--- src/rtl/ucell_pkg.sv ---
package ucell_pkg;
  localparam int unsigned BYTE_W = 8;

  function automatic logic odd_par(input logic [BYTE_W-1:0] d);
    return ~(^d);
  endfunction
endpackage

--- src/rtl/ucell_chan_buf.sv ---
module ucell_chan_buf #(
  parameter int unsigned CELL_LEN = 53,
  parameter int unsigned SLOTS    = 2
) (
  input  logic       clk,
  input  logic       rst_n,
  input  logic       wr_en,
  input  logic [7:0] wr_data,
  input  logic       pop,
  output logic       has_cell,
  output logic       mid_cell,
  output logic [7:0] head_byte
);
  localparam int unsigned DEPTH = CELL_LEN * SLOTS;
  localparam int unsigned AW    = $clog2(DEPTH);
  localparam int unsigned CW    = $clog2(DEPTH + 1);
  localparam int unsigned PW    = $clog2(CELL_LEN);
  localparam int unsigned NW    = $clog2(SLOTS + 1);

  logic [7:0]    mem [DEPTH];
  logic [AW-1:0] wptr_q, wptr_d, rptr_q, rptr_d;
  logic [CW-1:0] cnt_q, cnt_d;
  logic [PW-1:0] wpos_q, wpos_d, rpos_q, rpos_d;
  logic [NW-1:0] ncell_q, ncell_d;
  logic          mid_q, mid_d;
  logic          accept, wr_last, rd_first, rd_last;

  always_comb begin
    accept   = wr_en && (cnt_q != CW'(DEPTH));
    wr_last  = accept && (wpos_q == PW'(CELL_LEN - 1));
    rd_first = pop && !mid_q;
    rd_last  = pop && (rpos_q == PW'(CELL_LEN - 1));

    wptr_d  = wptr_q;
    wpos_d  = wpos_q;
    if (accept) begin
      wptr_d = (wptr_q == AW'(DEPTH - 1)) ? '0 : wptr_q + 1'b1;
      wpos_d = wr_last ? '0 : wpos_q + 1'b1;
    end

    rptr_d = rptr_q;
    rpos_d = rpos_q;
    if (pop) begin
      rptr_d = (rptr_q == AW'(DEPTH - 1)) ? '0 : rptr_q + 1'b1;
      rpos_d = rd_last ? '0 : rpos_q + 1'b1;
    end

    cnt_d   = cnt_q + CW'(accept) - CW'(pop);
    ncell_d = ncell_q + NW'(wr_last) - NW'(rd_first);

    if (rd_last)       mid_d = 1'b0;
    else if (rd_first) mid_d = 1'b1;
    else               mid_d = mid_q;
  end

  always_ff @(posedge clk) begin
    if (accept) mem[wptr_q] <= wr_data;
  end

  always_ff @(posedge clk or negedge rst_n) begin
    if (!rst_n) begin
      wptr_q  <= '0;
      rptr_q  <= '0;
      cnt_q   <= '0;
      wpos_q  <= '0;
      rpos_q  <= '0;
      ncell_q <= '0;
      mid_q   <= 1'b0;
    end else begin
      wptr_q  <= wptr_d;
      rptr_q  <= rptr_d;
      cnt_q   <= cnt_d;
      wpos_q  <= wpos_d;
      rpos_q  <= rpos_d;
      ncell_q <= ncell_d;
      mid_q   <= mid_d;
    end
  end

  assign has_cell  = (ncell_q != '0);
  assign mid_cell  = mid_q;
  assign head_byte = mem[rptr_q];

  p_no_overflow_r10: assert property (@(posedge clk) disable iff (!rst_n)
    cnt_q <= CW'(DEPTH));
  p_full_drop_r10: assert property (@(posedge clk) disable iff (!rst_n)
    (wr_en && cnt_q == CW'(DEPTH) && !pop) |=> (cnt_q == CW'(DEPTH)));
  p_start_needs_cell_r1: assert property (@(posedge clk) disable iff (!rst_n)
    (pop && !mid_q) |-> (ncell_q != '0));
  p_pop_has_data_r2: assert property (@(posedge clk) disable iff (!rst_n)
    pop |-> (cnt_q != '0));
endmodule

--- src/rtl/ucell_prio_pick.sv ---
module ucell_prio_pick #(
  parameter int unsigned N  = 3,
  localparam int unsigned IW = (N > 1) ? $clog2(N) : 1
) (
  input  logic [N-1:0]  req,
  output logic [N-1:0]  gnt,
  output logic          any,
  output logic [IW-1:0] idx
);
  always_comb begin
    gnt = '0;
    any = 1'b0;
    idx = '0;
    for (int i = 0; i < int'(N); i++) begin
      if (req[i] && !any) begin
        gnt[i] = 1'b1;
        any    = 1'b1;
        idx    = IW'(i);
      end
    end
  end

  always_comb begin
    p_grant_subset_r9: assert ((gnt & ~req) == '0);
  end
endmodule

--- src/rtl/ucell_rx_port.sv ---
module ucell_rx_port #(
  parameter int unsigned NUM_CH   = 3,
  parameter int unsigned CELL_LEN = 53,
  parameter int unsigned SLOTS    = 2,
  localparam int unsigned CHW     = (NUM_CH > 1) ? $clog2(NUM_CH) : 1
) (
  input  logic              clk,
  input  logic              rst_n,
  input  logic              byte_mode,
  input  logic              lw_en,
  input  logic [CHW-1:0]    lw_ch,
  input  logic [7:0]        lw_data,
  input  logic [NUM_CH-1:0] rx_en,
  output logic [NUM_CH-1:0] rx_clav,
  output logic [7:0]        rx_data,
  output logic              rx_par,
  output logic              rx_soc
);
  import ucell_pkg::*;

  logic [1:0] rs_q;
  logic       rst_q;

  always_ff @(posedge clk or negedge rst_n) begin
    if (!rst_n) rs_q <= 2'b00;
    else        rs_q <= {rs_q[0], 1'b1};
  end
  assign rst_q = rs_q[1];

  logic [NUM_CH-1:0] has, mid, req, gnt;
  logic [7:0]        head [NUM_CH];
  logic              any;
  logic [CHW-1:0]    sel;

  for (genvar g = 0; g < int'(NUM_CH); g++) begin : g_ch
    ucell_chan_buf #(.CELL_LEN(CELL_LEN), .SLOTS(SLOTS)) u_buf (
      .clk      (clk),
      .rst_n    (rst_q),
      .wr_en    (lw_en && (lw_ch == CHW'(g))),
      .wr_data  (lw_data),
      .pop      (gnt[g]),
      .has_cell (has[g]),
      .mid_cell (mid[g]),
      .head_byte(head[g])
    );
    assign req[g]     = rx_en[g] && (mid[g] || has[g]);
    assign rx_clav[g] = byte_mode ? (mid[g] || has[g]) : has[g];
  end

  ucell_prio_pick #(.N(NUM_CH)) u_pick (
    .req(req),
    .gnt(gnt),
    .any(any),
    .idx(sel)
  );

  logic [7:0] data_d, data_q;
  logic       soc_d, soc_q, par_d, par_q;

  always_comb begin
    data_d = any ? head[sel] : 8'h00;
    soc_d  = any && !mid[sel];
    par_d  = odd_par(data_d);
  end

  always_ff @(posedge clk or negedge rst_q) begin
    if (!rst_q) begin
      data_q <= 8'h00;
      soc_q  <= 1'b0;
      par_q  <= 1'b1;
    end else begin
      data_q <= data_d;
      soc_q  <= soc_d;
      par_q  <= par_d;
    end
  end

  assign rx_data = data_q;
  assign rx_par  = par_q;
  assign rx_soc  = soc_q;

  p_odd_par_r4: assert property (@(posedge clk) disable iff (!rst_q)
    (^{rx_data, rx_par}) == 1'b1);
  p_idle_zero_r5: assert property (@(posedge clk) disable iff (!rst_q)
    !any |=> (rx_data == 8'h00 && rx_par && !rx_soc));
  p_soc_first_r3: assert property (@(posedge clk) disable iff (!rst_q)
    (any && mid[sel]) |=> !rx_soc);
endmodule

--- config.mk ---
export PLATFORM = sky130hd
export DESIGN_NAME = ucell_rx_port
export DESIGN_NICKNAME = d
export VERILOG_FILES = /design/src/rtl/ucell_pkg.sv /design/src/rtl/ucell_chan_buf.sv /design/src/rtl/ucell_prio_pick.sv /design/src/rtl/ucell_rx_port.sv
export SDC_FILE = /design/constraint.sdc
export NUM_CORES = 2
export LEC_CHECK = 0
export ABC_AREA = 1
export BUFFER_PORTS_ARGS = -buffer_cell sky130_fd_sc_hd__clkbuf_2
export CELL_PAD_IN_SITES_DETAIL_PLACEMENT = 1
export CELL_PAD_IN_SITES_GLOBAL_PLACEMENT = 1
export CORE_MARGIN = 10
export CORE_UTILIZATION = 32
export DETAILED_ROUTE_END_ITERATION = 8
export PLACE_DENSITY_LB_ADDON = 0.3
export SLEW_MARGIN = 15
export SYNTH_ARGS = -nofsm -noshare
export SYNTH_HDL_FRONTEND = slang
export SYNTH_SLANG_ARGS = --single-unit
--- constraint.sdc ---
create_clock -name clk -period 5.5 [get_ports clk]
set_clock_uncertainty 0.15 [all_clocks]
set_input_delay 0.825 -clock clk [delete_from_list [all_inputs] [get_ports clk]]
set_output_delay 0.825 -clock clk [all_outputs]
set_load 0.01 [all_outputs]
* Word-level counts from Yosys, hierarchy flattened
Memory sizes are Yosys's and may differ from the RTL's.
Index checks and enable logic that the tools add are counted.
Widths: inputs -> output; s select.
** Storage, ports and cells
- Logic and storage cells :: 151
- Input port bits :: 17
- Output and inout port bits :: 13
- Bits in registers :: 120
- Memories :: 3
- Bits in writable memories :: 2544
** Cells by class
- Add/sub/neg operators :: 24
- Reductions and logical operators :: 38
- Equal/unequal tests :: 17
- Muxes and demuxes :: 40
- $lt $le $gt $ge :: 2
- Bitwise gates (word level) :: 2
** Memory list
- g_ch[0].u_buf.mem :: depth 106, width 8, read ports 1, clocked after Yosys merged registers in 0, write ports 1, RTL line ucell_chan_buf.sv:20 : logic [7:0] mem [DEPTH];
- g_ch[1].u_buf.mem :: depth 106, width 8, read ports 1, clocked after Yosys merged registers in 0, write ports 1, RTL line ucell_chan_buf.sv:20
- g_ch[2].u_buf.mem :: depth 106, width 8, read ports 1, clocked after Yosys merged registers in 0, write ports 1, RTL line ucell_chan_buf.sv:20
** Operator list (number)
- $add 7x1->7 const B :: 6
- $eq 7x7->1 const B :: 6
- $mux 7 :: 6
- $add 6x1->6 const B :: 6
- $eq 6x6->1 const B :: 6
- $mux 6 :: 6
- $mux 8 :: 3
- $mux 1 :: 22
- $add 7x1->7 :: 3
- $logic_and 1x1->1 :: 21
- $ne 7x7->1 const B :: 3
- $sub 7x1->7 :: 3
- $bmux 8 s2 :: 1
- $reduce_bool 2->1 :: 6
- $reduce_xor 8->1 :: 1
- $add 2x1->2 :: 3
- $logic_not 1->1 :: 6
- $sub 2x1->2 :: 3
- $ge 3x3->1 const B :: 1
- $logic_or 1x1->1 :: 3
- $lt 2x3->1 const B :: 1
- $not 2->3 :: 1
- $bmux 1 s2 :: 1
- $eq 2x1->1 const B :: 1
- 4 further kinds :: 4

* Logic depth before layout (Yosys ltp)
- Depth in word-level cells :: 17
- Mapped depth :: 27
- Gate-level depth less buffers :: 24

* By module
From an unflattened synthesis, not the netlist that was laid out.
** Second synthesis, totals
- Cells, all modules :: 10565
- Area total of the unflattened synthesis :: 113508.9 um2
** By module, submodules not included
- ucell_chan_buf (g_ch[2].u_buf) :: area each 37538.5 um2, cells each 3469, instances 1, seq. area each 26365.3 um2
- ucell_chan_buf (g_ch[1].u_buf) :: area each 37464.7 um2, cells each 3477, instances 1, seq. area each 26365.3 um2
- ucell_chan_buf (g_ch[0].u_buf) :: area each 37424.6 um2, cells each 3450, instances 1, seq. area each 26365.3 um2
- ucell_rx_port :: area each 1026.0 um2, cells each 159, instances 1, seq. area each 301.5 um2
- ucell_prio_pick :: area each 55.1 um2, cells each 10, instances 1, seq. area each 0.0 um2

* Least setup slack after synthesis
OpenSTA, ideal clock, no wires.
- Path type :: input -> register
- From :: input rx_en[0]
- To :: register g_ch[2].u_buf.cnt_q[6]
- Cell stages on the path :: 16
- Slack :: 2110 ps
- Data arrival time :: 3161 ps
- Buffers on the path :: 1
- Library setup time :: 79 ps
- Required time :: 5271 ps
- Cell sequence :: nand2_2 -> nand2_1 -> nor2_1 -> clkbuf_1 -> ha_1 -> inv_1 -> ha_1 -> fa_1 -> a21oi_1 -> nor2_1 -> nor2_1 -> nor2_1 -> nor2_1 -> nor2_1 -> nor2_1 -> xor2_1
** Between the ends
- Longest elaborated chain between the ends :: 9
** Ends and longest elaborated chain
- from (decl) :: RTL line ucell_rx_port.sv:13 : input logic [NUM_CH-1:0] rx_en,
- $logic_and 1x1->1 * :: RTL line ucell_rx_port.sv:46 : assign req[g] = rx_en[g] && (mid[g] || has[g]);
- $mux 1 * :: RTL line ucell_prio_pick.sv:15 : if (req[i] && !any) begin
- $logic_not 1->1 :: RTL line ucell_prio_pick.sv:15
- $logic_and 1x1->1 :: RTL line ucell_prio_pick.sv:15
- $mux 1 * :: RTL line ucell_prio_pick.sv:15
- $logic_not 1->1 * :: RTL line ucell_prio_pick.sv:15
- $logic_and 1x1->1 * :: RTL line ucell_prio_pick.sv:15
- $mux 1 * :: RTL line ucell_prio_pick.sv:15
- $sub 7x1->7 * :: RTL line ucell_chan_buf.sv:48 : cnt_d = cnt_q + CW'(accept) - CW'(pop);
- net g_ch[2].u_buf.cnt_d[6] :: RTL line ucell_chan_buf.sv:22 : logic [CW-1:0] cnt_q, cnt_d;
- to (signal assigned) :: RTL line ucell_chan_buf.sv:72 : cnt_q <= cnt_d;
- to (decl) :: RTL line ucell_chan_buf.sv:22
Mark *: on every way through the listed nets, which the timed path passes. The rest lies on a longest branch.
A chain may end at the register's enable or synchronous reset.

* Final worst setup path
- From :: register g_ch[1].u_buf.rptr_q[0]
- To :: register par_q (netlist: rx_par)
** Between the ends
- Longest elaborated chain between the ends :: 7
** Ends and longest elaborated chain
- from (decl) :: RTL line ucell_chan_buf.sv:21 : logic [AW-1:0] wptr_q, wptr_d, rptr_q, rptr_d;
- from (signal assigned) :: RTL line ucell_chan_buf.sv:71 : rptr_q <= rptr_d;
- $mem_v2 106x8
- $bmux 8 s2 :: RTL line ucell_rx_port.sv:61 : data_d = any ? head[sel] : 8'h00;
- $mux 8 (not written as such) (2 in a row) :: RTL line ucell_rx_port.sv:61
- $mux 8 :: RTL line ucell_rx_port.sv:61
- $reduce_xor 8->1 :: RTL line ucell_pkg.sv:5 : return ~(^d);
- $not 1->1 :: RTL line ucell_pkg.sv:5
- net par_d :: RTL line ucell_rx_port.sv:58 : logic soc_d, soc_q, par_d, par_q;
- to (signal assigned) :: RTL line ucell_rx_port.sv:74 : par_q <= par_d;
- to (decl) :: RTL line ucell_rx_port.sv:58
The timed path passes the listed nets, and every way through them passes these cells. The select of a mux whose other input is x is not followed.

==> out/metrics.yaml <==
placement:
  gp_congestion: 0.807
  pre_cts_ws_ns: 0.762
  port_buffers: 29
  dp_cells: 14200
  dp_hpwl_um: 200000
synthesis:
  synth_common_cells: "2,544 x edfxtp_1, 1,982 x nor2_1, 1,898 x nand2_1"
  yosysWarnings: 0
  ys.flop_type: "edfxtp_1"
  synth_top_cell_by_area: "edfxtp_1"
  syn_avg_cell_area_sq_um: 11.2
  seq_area_frac_synth_pct: 71.3
  synth_cells: 9913
  synth_edf_count: 2544
  synthTopCellsByArea: "edfxtp_1 69%, nor2_1 6.7%, nand2_1 6.4%, o21ai_0 4.0%, nand3_1 2.9%"
  synth_top_area_share_pct: 68.6
  yosysMostFrequentCell: "edfxtp_1"
  synthArstFlopShare_pct: 4.50
  synth_cell_type_count: 44
  ys_ff_latch: 2664
  synth_nets: 9990
  syn_area_sq_um: 111000
detailed_routing:
  final_antenna_net_count: 0
  via_count: 74500
  wl_per_cell_um: 23.0
  drc: 0
  viasPerCell: 5.05
  first_pass_iters: 5
  first_iter_violations: 5864
  wl_um: 339000
critical_path:
  cp-end-kind: "flop"
  criticalPathCategory: "flop to flop"
  path_delay_family: "simple AND/OR/NAND/NOR gates"
  crit_chain: "inv_8 > buf_12 > buf_4 > nand2_1 > nand3_1 > nand3_1 > nand3_1 > nand2_1 > nand2_1 > nand2_1 > nor2_1 > nand2_1 > nand3_1 > nand2_1 > nand2_1 > nand2_1 > nand2_1 > nand2_1 > nand2_1 > nand2_1 > nand2_1 > nand2_1 > nand2_1"
  slowest_stage: "dfrtp_4"
  worstPathArrival_ns: 4.98
  crit_buf_inv: 3
  cp.required_ns: 6.21
  worstSetupStartpointType: "flop"
  crit_path_max_incr_delay_ns: 0.74
  critPathMaxFanout: 117
  cp_common_cell: "nand2_1"
die:
  start_util_pct: 32.2
  die_x_um: 610
  core_sq_um: 346000
  row_count: 216
  die_h_um: 610
  ios: 30
  die_area_sq_um: 372000
clock_network:
  cts_tree: "built"
  cts_htree_levels: 5
  cts.sinks: 2664
  cts_made_buffers: 297
  clk-insertion-delay-late_ns: 0.91
  post-cts-setup-buffers: 0
  cts.path.max_buffers: 4
  cts.clk_slew.worst_paths_ns: 0.06
  clock-root-buffer: "clkbuf_16"
status:
  status: "finished, final reports clean"
sta:
  report.final.slew_viol_count: 0
  max_freq_ghz: 0.234
  setup_ws_ns: 1.23
  grt_setup_unrepaired: "false"
  slew_headroom_pct: 17.3
  hold_viol_final: 0
  setup_viol: 0
  tns_ns: 0
  tightest_slew_ns: 1.24
  finalCriticalPeriod_ns: 4.27
  fin_crit_sh_pct: 77.6
global_route:
  gr-total-overflow: 0
  grt_pass1_wl_um: 508000
  grt_usage_pct: 17.6
  grt_max_degree: 151
  grt_pass1_vias: 78800
  antenna_found_initial: 5
final_layout:
  nets: 10000
  drive_above_1_share_pct: 7.41
  stdcell_count: 14800
  syn2layout_area_growth_pct: 13.5
worst_hold_path:
  hold_class: "input pin to async pin"
pwr:
  power_mw: 60.5
  power.density_nw_per_um2: 478
  leakagePower_nw: 45.0
  peakVddDrop_uv: 256
job:
  cap_violations: 0
==> worst reg2reg max path: stages (launching register included) <==
cell,delay (ns)
dfrtp_4,0.74
inv_8,0.63
buf_12,0.45
buf_4,0.25
nand2_1,0.07
nand3_1,0.07
nand3_1,0.09
nand3_1,0.11
nand2_1,0.12
nand2_1,0.09
nand2_1,0.05
nor2_1,0.28
nand2_1,0.09
nand3_1,0.28
nand2_1,0.09
nand2_1,0.08
nand2_1,0.10
nand2_1,0.12
nand2_1,0.07
nand2_1,0.06
nand2_1,0.06
nand2_1,0.07
nand2_1,0.05
nand2_1,0.07
==> kinds of logic after synthesis <==
family	share of synthesized area (%)
AOI/OAI and AO/OA	6.79
other	0.00337
buffers and inverters	4.36
xor gates and xnor gates	0.228
and+or+nand+nor	16.7
adders and majority gates	0.694
DFF	71.3
muxes	0.00898
==> through the flow <==
| step | cell area, sq um | hold WS, ns | utilization, % |
|---|---|---|---|
| 2_1_floorplan | 111000 | 0.181 | - |
| 3_3_place_gp | 117000 | 0.186 | 33.8 |
| 3_5_place_dp | 117000 | 0.189 | 33.8 |
| 4_1_cts | 127000 | 0.0380 | 36.5 |
| 5_1_grt | 127000 | 0.0870 | 36.5 |
| 6_report | 127000 | 0.105 | 36.5 |
==> path summary, 6_finish.rpt <==
kind / slack (ns) / startpoint / depth (start not counted) / to
setup / recovery: 1.23 / g_ch[1].u_buf.rptr_q[0] / 23 / rx_par
hold / removal: 0.10 / rst_n / 2 / rs_q[1]
setup reg to reg: 1.23 / g_ch[1].u_buf.rptr_q[0] / 23 / rx_par
hold reg to reg: 0.20 / rs_q[0] / 0 / rs_q[1]
max in group asynchronous: 3.80 / rs_q[1] / 1 / g_ch[1].u_buf.rptr_q[0]
min in group clk: 0.14 / lw_data[0] / 1 / g_ch[2].u_buf.mem[3][0]
==> cell type report <==
| class | count | area (sq um) |
|---|---|---|
| Fill cell | 37700 | 220000 |
| Sequential cell | 2664 | 79400 |
| Multi-Input combinational cell | 6146 | 27200 |
| Clock buffer | 390 | 8120 |
| Tap cell | 4578 | 5730 |
| Timing Repair Buffer | 286 | 2680 |
| Inverter | 548 | 2100 |
| Clock inverter | 149 | 1230 |
| Antenna cell | 1 | 2.50 |
==> timing repair <==
action	4_1_cts	5_1_grt
hold buffers	1	0
endpoints found under the hold margin	2	0
gates resized for setup	0	0
==> per-layer routing <==
layer,routed length [um],global-route usage [%]
met4,11600,5.74
met2,161000,29.5
met1,151000,23.6
met3,15600,2.28
met5,0,0
==> sequential cells by signal, summed over array words and instances (netlist names) <==
name,flops
g_ch.u_buf.cnt_q,21
g_ch.u_buf.mem,2544
g_ch.u_buf.mid_cell,3
g_ch.u_buf.ncell_q,6
g_ch.u_buf.rpos_q,18
g_ch.u_buf.rptr_q,21
g_ch.u_buf.wpos_q,18
g_ch.u_buf.wptr_q,21
rs_q,2
rx_data,8
rx_par,1
rx_soc,1
==> power breakdown <==
part           internal (mW)  total (mW)  switching, mW
combinational           4.71        17.4           12.7
clock                   11.2        19.5           8.31
sequential              22.7        23.6          0.916
total                   38.6        60.5           21.9
==> placed cells by master (no fill, tap or decap), drive strengths merged, types with 6 or more instances in the layout <==
cell type / instances
nand3: 643
o21ai: 954
bufinv: 16
clkinvlp: 10
clkinv: 123
o22ai: 51
inv: 548
nand4: 23
a211oi: 6
xnor2: 7
nand2: 1901
a21oi: 188
nor2: 1985
edfxtp: 2544
a31oi: 7
or2: 15
dfrtp: 119
ha: 57
nor3b: 15
buf: 264
clkbuf: 411
xor2: 22
and3: 6
o211ai: 175
nor3: 66
Note: power is estimated with default switching activity, not from simulation.
